`config.mk`:
```
export PLATFORM = sky130hd
export DESIGN_NAME = msg_sched_unit
export DESIGN_NICKNAME = d
export VERILOG_FILES = /design/src/rtl/sched_pkg.sv /design/src/rtl/sched_lane.sv /design/src/rtl/sched_sig0_step.sv /design/src/rtl/sched_sig1_step.sv /design/src/rtl/msg_sched_unit.sv
export SDC_FILE = /design/constraint.sdc
export NUM_CORES = 1
export LEC_CHECK = 0
export ABC_AREA = 0
export BUFFER_PORTS_ARGS = -buffer_cell sky130_fd_sc_hd__buf_2
export CAP_MARGIN = 25
export CORE_ASPECT_RATIO = 0.75
export CORE_MARGIN = 4
export CORE_UTILIZATION = 60
export CTS_CLUSTER_SIZE = 8
export DETAILED_ROUTE_END_ITERATION = 6
export GPL_TIMING_DRIVEN = 0
export PLACE_DENSITY_LB_ADDON = 0.1
export RECOVER_POWER = 100
export SLEW_MARGIN = 40
export SYNTH_ARGS = -nofsm -noshare
export SYNTH_HDL_FRONTEND = slang
export SYNTH_SLANG_ARGS = --single-unit
```
`constraint.sdc`:
```
create_clock -name clk -period 11.8 [get_ports clk]
set_input_delay 0 -clock clk [delete_from_list [all_inputs] [get_ports clk]]
set_output_delay 0 -clock clk [all_outputs]
set_load 0.05 [all_outputs]
```
`src/rtl/sched_pkg.sv`:
```
package sched_pkg;
  localparam int unsigned WORD_W = 32;
  localparam int unsigned LANES  = 4;
  localparam int unsigned VEC_W  = WORD_W * LANES;
  localparam int unsigned HALF   = LANES / 2;

  // rotation and shift amounts of the two small sigma functions
  localparam int unsigned S0_ROT_A = 7;
  localparam int unsigned S0_ROT_B = 18;
  localparam int unsigned S0_SHR   = 3;
  localparam int unsigned S1_ROT_A = 17;
  localparam int unsigned S1_ROT_B = 19;
  localparam int unsigned S1_SHR   = 10;

  typedef logic [WORD_W-1:0] word_t;
  typedef logic [VEC_W-1:0]  vec_t;

  typedef enum logic {
    OP_SIG0_STEP = 1'b0,
    OP_SIG1_STEP = 1'b1
  } sched_op_e;

  function automatic word_t rotr(word_t x, int unsigned n);
    return (x >> n) | (x << (WORD_W - n));
  endfunction

  function automatic word_t small_sig0(word_t x);
    return rotr(x, S0_ROT_A) ^ rotr(x, S0_ROT_B) ^ (x >> S0_SHR);
  endfunction

  function automatic word_t small_sig1(word_t x);
    return rotr(x, S1_ROT_A) ^ rotr(x, S1_ROT_B) ^ (x >> S1_SHR);
  endfunction
endpackage

```
`src/rtl/sched_lane.sv`:
```
module sched_lane
  import sched_pkg::*;
#(
  parameter bit USE_SIG1 = 1'b0
) (
  input  word_t sig_in,
  input  word_t add_a,
  input  word_t add_b,
  output word_t sum
);
  word_t mixed;

  generate
    if (USE_SIG1) begin : g_sig1
      always_comb mixed = small_sig1(sig_in);
    end else begin : g_sig0
      always_comb mixed = small_sig0(sig_in);
    end
  endgenerate

  // modulo 2^WORD_W by width truncation
  assign sum = mixed + add_a + add_b;
endmodule

```
`src/rtl/sched_sig0_step.sv`:
```
module sched_sig0_step
  import sched_pkg::*;
(
  input  vec_t  dst,
  input  word_t src_lo,
  output vec_t  res
);
  vec_t win;
  assign win = {src_lo, dst[VEC_W-1:WORD_W]};

  for (genvar g = 0; g < LANES; g++) begin : g_lane
    sched_lane #(.USE_SIG1(1'b0)) u_lane (
      .sig_in (win[g*WORD_W +: WORD_W]),
      .add_a  (dst[g*WORD_W +: WORD_W]),
      .add_b  ('0),
      .sum    (res[g*WORD_W +: WORD_W])
    );
  end
endmodule

```
`src/rtl/sched_sig1_step.sv`:
```
module sched_sig1_step
  import sched_pkg::*;
(
  input  vec_t                     dst,
  input  logic [VEC_W-WORD_W-1:0]  src_a_hi,
  input  word_t                    src_b_lo,
  input  logic [HALF*WORD_W-1:0]   src_b_hi,
  output vec_t                     res
);
  localparam int unsigned HALF_W = HALF * WORD_W;

  vec_t              win;
  logic [HALF_W-1:0] lo_res;
  logic [HALF_W-1:0] hi_res;

  assign win = {src_b_lo, src_a_hi};

  // lower half: sigma1 input from the upper words of the second source
  for (genvar g = 0; g < HALF; g++) begin : g_lo
    sched_lane #(.USE_SIG1(1'b1)) u_lane (
      .sig_in (src_b_hi[g*WORD_W +: WORD_W]),
      .add_a  (dst[g*WORD_W +: WORD_W]),
      .add_b  (win[g*WORD_W +: WORD_W]),
      .sum    (lo_res[g*WORD_W +: WORD_W])
    );
  end

  // upper half: sigma1 input chained from the lower half of this result
  for (genvar g = 0; g < HALF; g++) begin : g_hi
    sched_lane #(.USE_SIG1(1'b1)) u_lane (
      .sig_in (lo_res[g*WORD_W +: WORD_W]),
      .add_a  (dst[HALF_W + g*WORD_W +: WORD_W]),
      .add_b  (win[HALF_W + g*WORD_W +: WORD_W]),
      .sum    (hi_res[g*WORD_W +: WORD_W])
    );
  end

  assign res = {hi_res, lo_res};
endmodule

```
`src/rtl/msg_sched_unit.sv`:
```
module msg_sched_unit
  import sched_pkg::*;
(
  input  logic              clk,
  input  logic              rst,
  input  logic              in_valid,
  output logic              in_ready,
  input  logic              in_op,
  input  logic [VEC_W-1:0]  in_op1,
  input  logic [VEC_W-1:0]  in_op2,
  input  logic [VEC_W-1:0]  in_op3,
  output logic              out_valid,
  input  logic              out_ready,
  output logic [VEC_W-1:0]  out_data
);
  localparam int unsigned HALF_W = HALF * WORD_W;

  vec_t      sig0_res;
  vec_t      sig1_res;
  vec_t      next_res;
  sched_op_e op_sel;
  logic      unused_op3_mid;

  // word 1 of the second source feeds neither step
  assign unused_op3_mid = ^in_op3[2*WORD_W-1:WORD_W];
  assign op_sel = sched_op_e'(in_op);

  sched_sig0_step u_sig0 (
    .dst    (in_op1),
    .src_lo (in_op2[WORD_W-1:0]),
    .res    (sig0_res)
  );

  sched_sig1_step u_sig1 (
    .dst      (in_op1),
    .src_a_hi (in_op2[VEC_W-1:WORD_W]),
    .src_b_lo (in_op3[WORD_W-1:0]),
    .src_b_hi (in_op3[VEC_W-1:VEC_W-HALF_W]),
    .res      (sig1_res)
  );

  always_comb begin
    unique case (op_sel)
      OP_SIG1_STEP: next_res = sig1_res;
      default:      next_res = sig0_res;
    endcase
  end

  assign in_ready = !out_valid || out_ready;

  always_ff @(posedge clk) begin
    if (rst) begin
      out_valid <= 1'b0;
      out_data  <= '0;
    end else if (in_ready) begin
      out_valid <= in_valid;
      if (in_valid) out_data <= next_res;
    end
  end

  AST_RESET_CLEAR: assert property (@(posedge clk)
    rst |=> (!out_valid && out_data == '0)) else $error("reset clear");
  AST_ACCEPT_LATENCY: assert property (@(posedge clk) disable iff (rst)
    (in_valid && in_ready) |=> out_valid) else $error("latency");
  AST_STALL_HOLD: assert property (@(posedge clk) disable iff (rst)
    (out_valid && !out_ready) |=> (out_valid && $stable(out_data))) else $error("stall hold");
  AST_STALL_REFUSE: assert property (@(posedge clk) disable iff (rst)
    (out_valid && !out_ready) |-> !in_ready) else $error("stall refuse");
  AST_DRAIN_EMPTY: assert property (@(posedge clk) disable iff (rst)
    (out_valid && out_ready && !in_valid) |=> !out_valid) else $error("drain");
endmodule

```
* After elaboration in Yosys (flattened, before gate mapping)
Index checks and enable logic that the tools add are counted.
** Word-level totals
- Flip-flop bits (word level) :: 129
- Input bits :: 389
- Output and inout port bits :: 130
- Logic and storage cells :: 50
** Operators by class
- Add/sub/neg operators :: 12
- Muxes and demuxes :: 1
- Bitwise operators :: 32
- Reduce and logical (&&, ||, !) cells :: 3
** Operators with widths (count)
- adder 32 bit :: 12
- XOR 32 bit :: 8
- 2-to-1 mux 128 bit :: 1
- OR 13 x 32 -> 32 bit :: 4
- OR 14 x 32 -> 32 bit :: 4
- OR 15 x 32 -> 32 bit :: 4
- OR 25 x 32 -> 32 bit :: 4
- XOR 32 x 22 -> 32 bit :: 4
- XOR 32 x 29 -> 32 bit :: 4
- AND reduction 2 bit :: 1
- logical NOT 1 bit :: 1
- logical OR 1 bit :: 1

* Depth between registers and ports, before layout
- Word-level depth :: 11
- Mapped depth :: 31
- Mapped depth without buffers :: 30

* By module
Synthesis repeated with hierarchy kept, for this count alone.
** Second synthesis, totals
- Cells, all modules :: 3094
- Area, all modules :: 28248.3 um2
** By module, submodules not included
- sched_lane (u_sig0.g_lane[2].u_lane ...) :: instances 2, cells an instance 340, area an instance 2890.3 um2, seq. area each 0.0 um2
- sched_lane (u_sig1.g_hi[1].u_lane ...) :: instances 2, cells an instance 322, area an instance 2755.1 um2, seq. area each 0.0 um2
- msg_sched_unit :: instances 1, cells an instance 432, area an instance 5431.5 um2, seq. area each 2582.5 um2
- sched_lane (u_sig0.g_lane[1].u_lane) :: instances 1, cells an instance 339, area an instance 2951.6 um2, seq. area each 0.0 um2
- sched_lane (u_sig1.g_lo[1].u_lane) :: instances 1, cells an instance 347, area an instance 2946.6 um2, seq. area each 0.0 um2
- sched_lane (u_sig1.g_hi[0].u_lane) :: instances 1, cells an instance 328, area an instance 2835.2 um2, seq. area each 0.0 um2
- sched_lane (u_sig0.g_lane[0].u_lane) :: instances 1, cells an instance 323, area an instance 2788.9 um2, seq. area each 0.0 um2
- sched_sig0_step :: instances 1, cells an instance 1, area an instance 3.8 um2, seq. area each 0.0 um2

* Worst setup path before layout
OpenSTA, ideal clock, no wires.
- Path type :: input port to flip-flop
- From :: input port in_op3[114]
- To :: register out_data[127]
- Library setup time :: 0.133 ns
- Arrival :: 6.382 ns
- Required time :: 11.667 ns
- Path slack :: 5.285 ns
- Stages on the path :: 30
- Buffers on the path :: 0
- Cells stage by stage :: xor2_1 > xnor2_1 > fa_1 > inv_1 > ha_1 > fa_1 > a21o_1 > a21o_1 > a2111oi_4 > o21ai_2 > a311o_1 > o21ai_2 > o211ai_2 > a31o_1 > a21oi_2 > xnor2_1 > xnor2_1 > fa_1 > ha_1 > nand3_1 > o22ai_1 > or3_1 > o21ai_0 > o211ai_1 > o311ai_1 > a21oi_1 > a31oi_1 > nand2b_1 > mux2i_1 > a311oi_1
** Between the ends
- Cells in the longest elaborated chain, start to end :: 11
- Elaborated cells on any way between the ends :: 13
- Those cells by class :: add/sub: 4; mux: 1; bitwise: 8
** RTL lines
- from (decl) :: RTL line msg_sched_unit.sv:11 : input logic [VEC_W-1:0] in_op3,
- OR 15 x 32 -> 32 bit / OR 13 x 32 -> 32 bit (equally long branches) :: RTL line sched_pkg.sv:24 : return (x >> n) | (x << (WORD_W - n));
- XOR 32 bit :: RTL line sched_pkg.sv:32 : return rotr(x, S1_ROT_A) ^ rotr(x, S1_ROT_B) ^ (x >> S1_SHR);
- XOR 32 x 22 -> 32 bit * :: RTL line sched_pkg.sv:32
- adder 32 bit * (2 in series) :: RTL line sched_lane.sv:22 : assign sum = mixed + add_a + add_b;
- OR 15 x 32 -> 32 bit / OR 13 x 32 -> 32 bit (equally long branches) :: RTL line sched_pkg.sv:24
- XOR 32 bit :: RTL line sched_pkg.sv:32
- XOR 32 x 22 -> 32 bit * :: RTL line sched_pkg.sv:32
- adder 32 bit * (2 in series) :: RTL line sched_lane.sv:22
- 2-to-1 mux 128 bit * :: RTL line msg_sched_unit.sv:43 : unique case (op_sel)
- to (signal assigned) :: RTL line msg_sched_unit.sv:57 : if (in_valid) out_data <= next_res;
- to (decl) :: RTL line msg_sched_unit.sv:14 : output logic [VEC_W-1:0] out_data
Every way passes the cells marked *; elsewhere a longest branch is shown, timed or not.
A chain may end at the register's enable or synchronous reset.

* Worst setup path in the final report
Ends and elaborated chain as after synthesis.

==> flow_metrics.tcl <==
set metrics [dict create \
    layout.nets 4155 \
    hpwlAfterDp_um 90700 \
    die_height_um 180 \
    yosys.area.top_type "xnor2_1" \
    drv_slew 0 \
    setup_tns_ps 0 \
    yosysSeqAreaShare 0.109 \
    period_share 0.741 \
    arrival_ps 9040 \
    clock_path_buffers 2 \
    area_growth_syn_to_layout_pct 14.5 \
    synth.area.top_cells "xnor2_1 (20%), ha_1 (13%), fa_1 (11%), dfxtp_1 (11%), a21oi_1 (4.8%)" \
    setup_viol 0 \
    timing.final.crit_period_ps 8740 \
    yosys_warnings 0 \
    io_buffers 483 \
    max_cap_viol_count 0 \
    outcome "complete, but fails checks" \
    synth_seq_cells 129 \
    grt_usage 0.494 \
    critPathRequiredTime_ps 12100 \
    hold_violations 0 \
    grt_max_degree 17 \
    netlist_area_mm2 0.0236 \
    hold_path.class "in -> reg" \
    rsz0062_at_grt "false" \
    drtIter0Drc 3714 \
    gp_congestion 1.07 \
    final_cell_mix "xnor2_1 (549), buf_2 (352), nor2_1 (245), ha_1 (244), a21oi_1 (227)" \
    core_area_mm2 0.0386 \
    cts_setup_buffers 0 \
    final_cells 3920 \
    whs_ps 138 \
    violations "DRC" \
    worstSkewPairLatency_ps 470 \
    avgSynthCellArea_um2 8.18 \
    slew_headroom 0.164 \
    ys_async_sr_fraction 0 \
    dpl.cell_count 3879 \
    cts_buffers 17 \
    cts_htree_levels 4 \
    slowest_stage "a2111oi_0" \
    grt_antenna_before_repair 4 \
    synth_nets 3649 \
    synth_top_area_frac 0.204 \
    criticalPathCategory "in -> reg" \
    die_w_um 237 \
    hold_buffers 3 \
    startpoint_type "input port" \
    cts-root-buf "clkbuf_16" \
    synth_edf_count 0 \
    drcViolationCount 3 \
    final_common_cell "xnor2_1" \
    worst_slew_pin_slew_ps 1240 \
    synth_cells 2884 \
    synth_ff_type "dfxtp_1" \
    synth_cell_types 85 \
    overflow 0 \
    cp-end-kind "register" \
    cts_tree "yes" \
    post_drt_via_cell_ratio 6.76 \
    post_drt_wl_per_cell_um 28.5 \
    dr.pass1.iters 7 \
    die_area_mm2 0.0426 \
    skew_ps 13.9 \
    grt_pass1_vias 25500 \
    num_rows 62 \
    vias 26500 \
    initial_utilization 0.612 \
    cts.sinks 129 \
    fmax_ghz 0.114 \
    layout-drive-gt1-share 0.125 \
    ioPinCount 519 \
    wl_um 112000 \
    cts_resized 0 \
    grt_pass1_wl_um 159000 \
    antenna_left 0 \
    worstPathMaxFanout 4 \
    cp_slowest_stage_delay_ps 960 \
    clk_pin_slew_worst_paths_ps 60 \
]
## metrics by stage
stage / utilization / area, µm² / worst slack [ps]
floorplan: - / 23600 / 5290
global placement: 0.691 / 26600 / 4200
detailed placement: 0.693 / 26700 / 3920
CTS: 0.707 / 27300 / 4340
global route: 0.700 / 27000 / 2530
finish: 0.701 / 27000 / 3060
## synthesized netlist by cell type, drive strengths merged (10+ instances only)
library cell	count
a21oi	227
inv	145
fa	132
o21ai	146
and2	12
nand4	13
a31oi	30
a211o	15
xnor2	552
xor2	126
a211oi	70
nor2	246
o211ai	47
dfxtp	129
mux2i	20
nand3	34
nand2	156
ha	244
o21bai	38
nor2b	20
o21a	32
buf	13
a21o	97
nor3	73
or3	10
a21boi	10
clkbuf	66
o31ai	12
and3	27
nand2b	23
## critical path, delay by kind of cell
family / cells / cell delay, ps
simple gates: 3 / 670
xor+xnor: 4 / 1080
mux: 1 / 200
buf+inv: 2 / 280
compound gates: 16 / 4720
fa+ha+maj: 5 / 2050
## worst paths after layout
kind,depth (start not counted),startpoint,end,slack (ps)
max reg2reg,7,out_valid,out_data[40],8880
max,31,in_op3[114],out_data[127],3060
min,5,in_op2[17],out_data[127],140
min reg2reg,2,out_data[67],out_data[67],460
## sequential cells by signal (all words and copies together), names as in the netlist
name and count:
out_data 128, out_valid 1
## metal layers
metal  routed length [µm]  track usage  up-vias
li1                     -            -    11200
met1                40000        0.625    12400
met2                44600        0.710     2358
met3                18700        0.199      642
met4                 8310        0.285        0
met5                    0            0        -
## cells by family (layout without fill, tap and decap cells)
family / count (synthesis) / after routing / share of synthesized area
simple gates: 649 / 649 / 0.126
fa+ha+maj: 376 / 376 / 0.241
buf+inv: 225 / 744 / 0.0359
mux: 22 / 22 / 0.00944
other cells: 0 / 5 / 0
xor+xnor: 678 / 678 / 0.253
flops: 129 / 129 / 0.109
compound gates: 805 / 805 / 0.225
## layout make-up
cell class / instances / area (µm²)
inverter: 146 / 548
clock inverter: 13 / 105
fill: 3233 / 11500
sequential: 129 / 2580
timing repair buffer: 487 / 2290
multi-input combinational: 2530 / 20100
buffer: 79 / 319
tap: 512 / 641
clock buffer: 19 / 433
antenna: 5 / 12.5
Power is left out: the tool's default activity adds up to more than one toggle a clock period on the data nets, which glitch-free logic cannot reach.
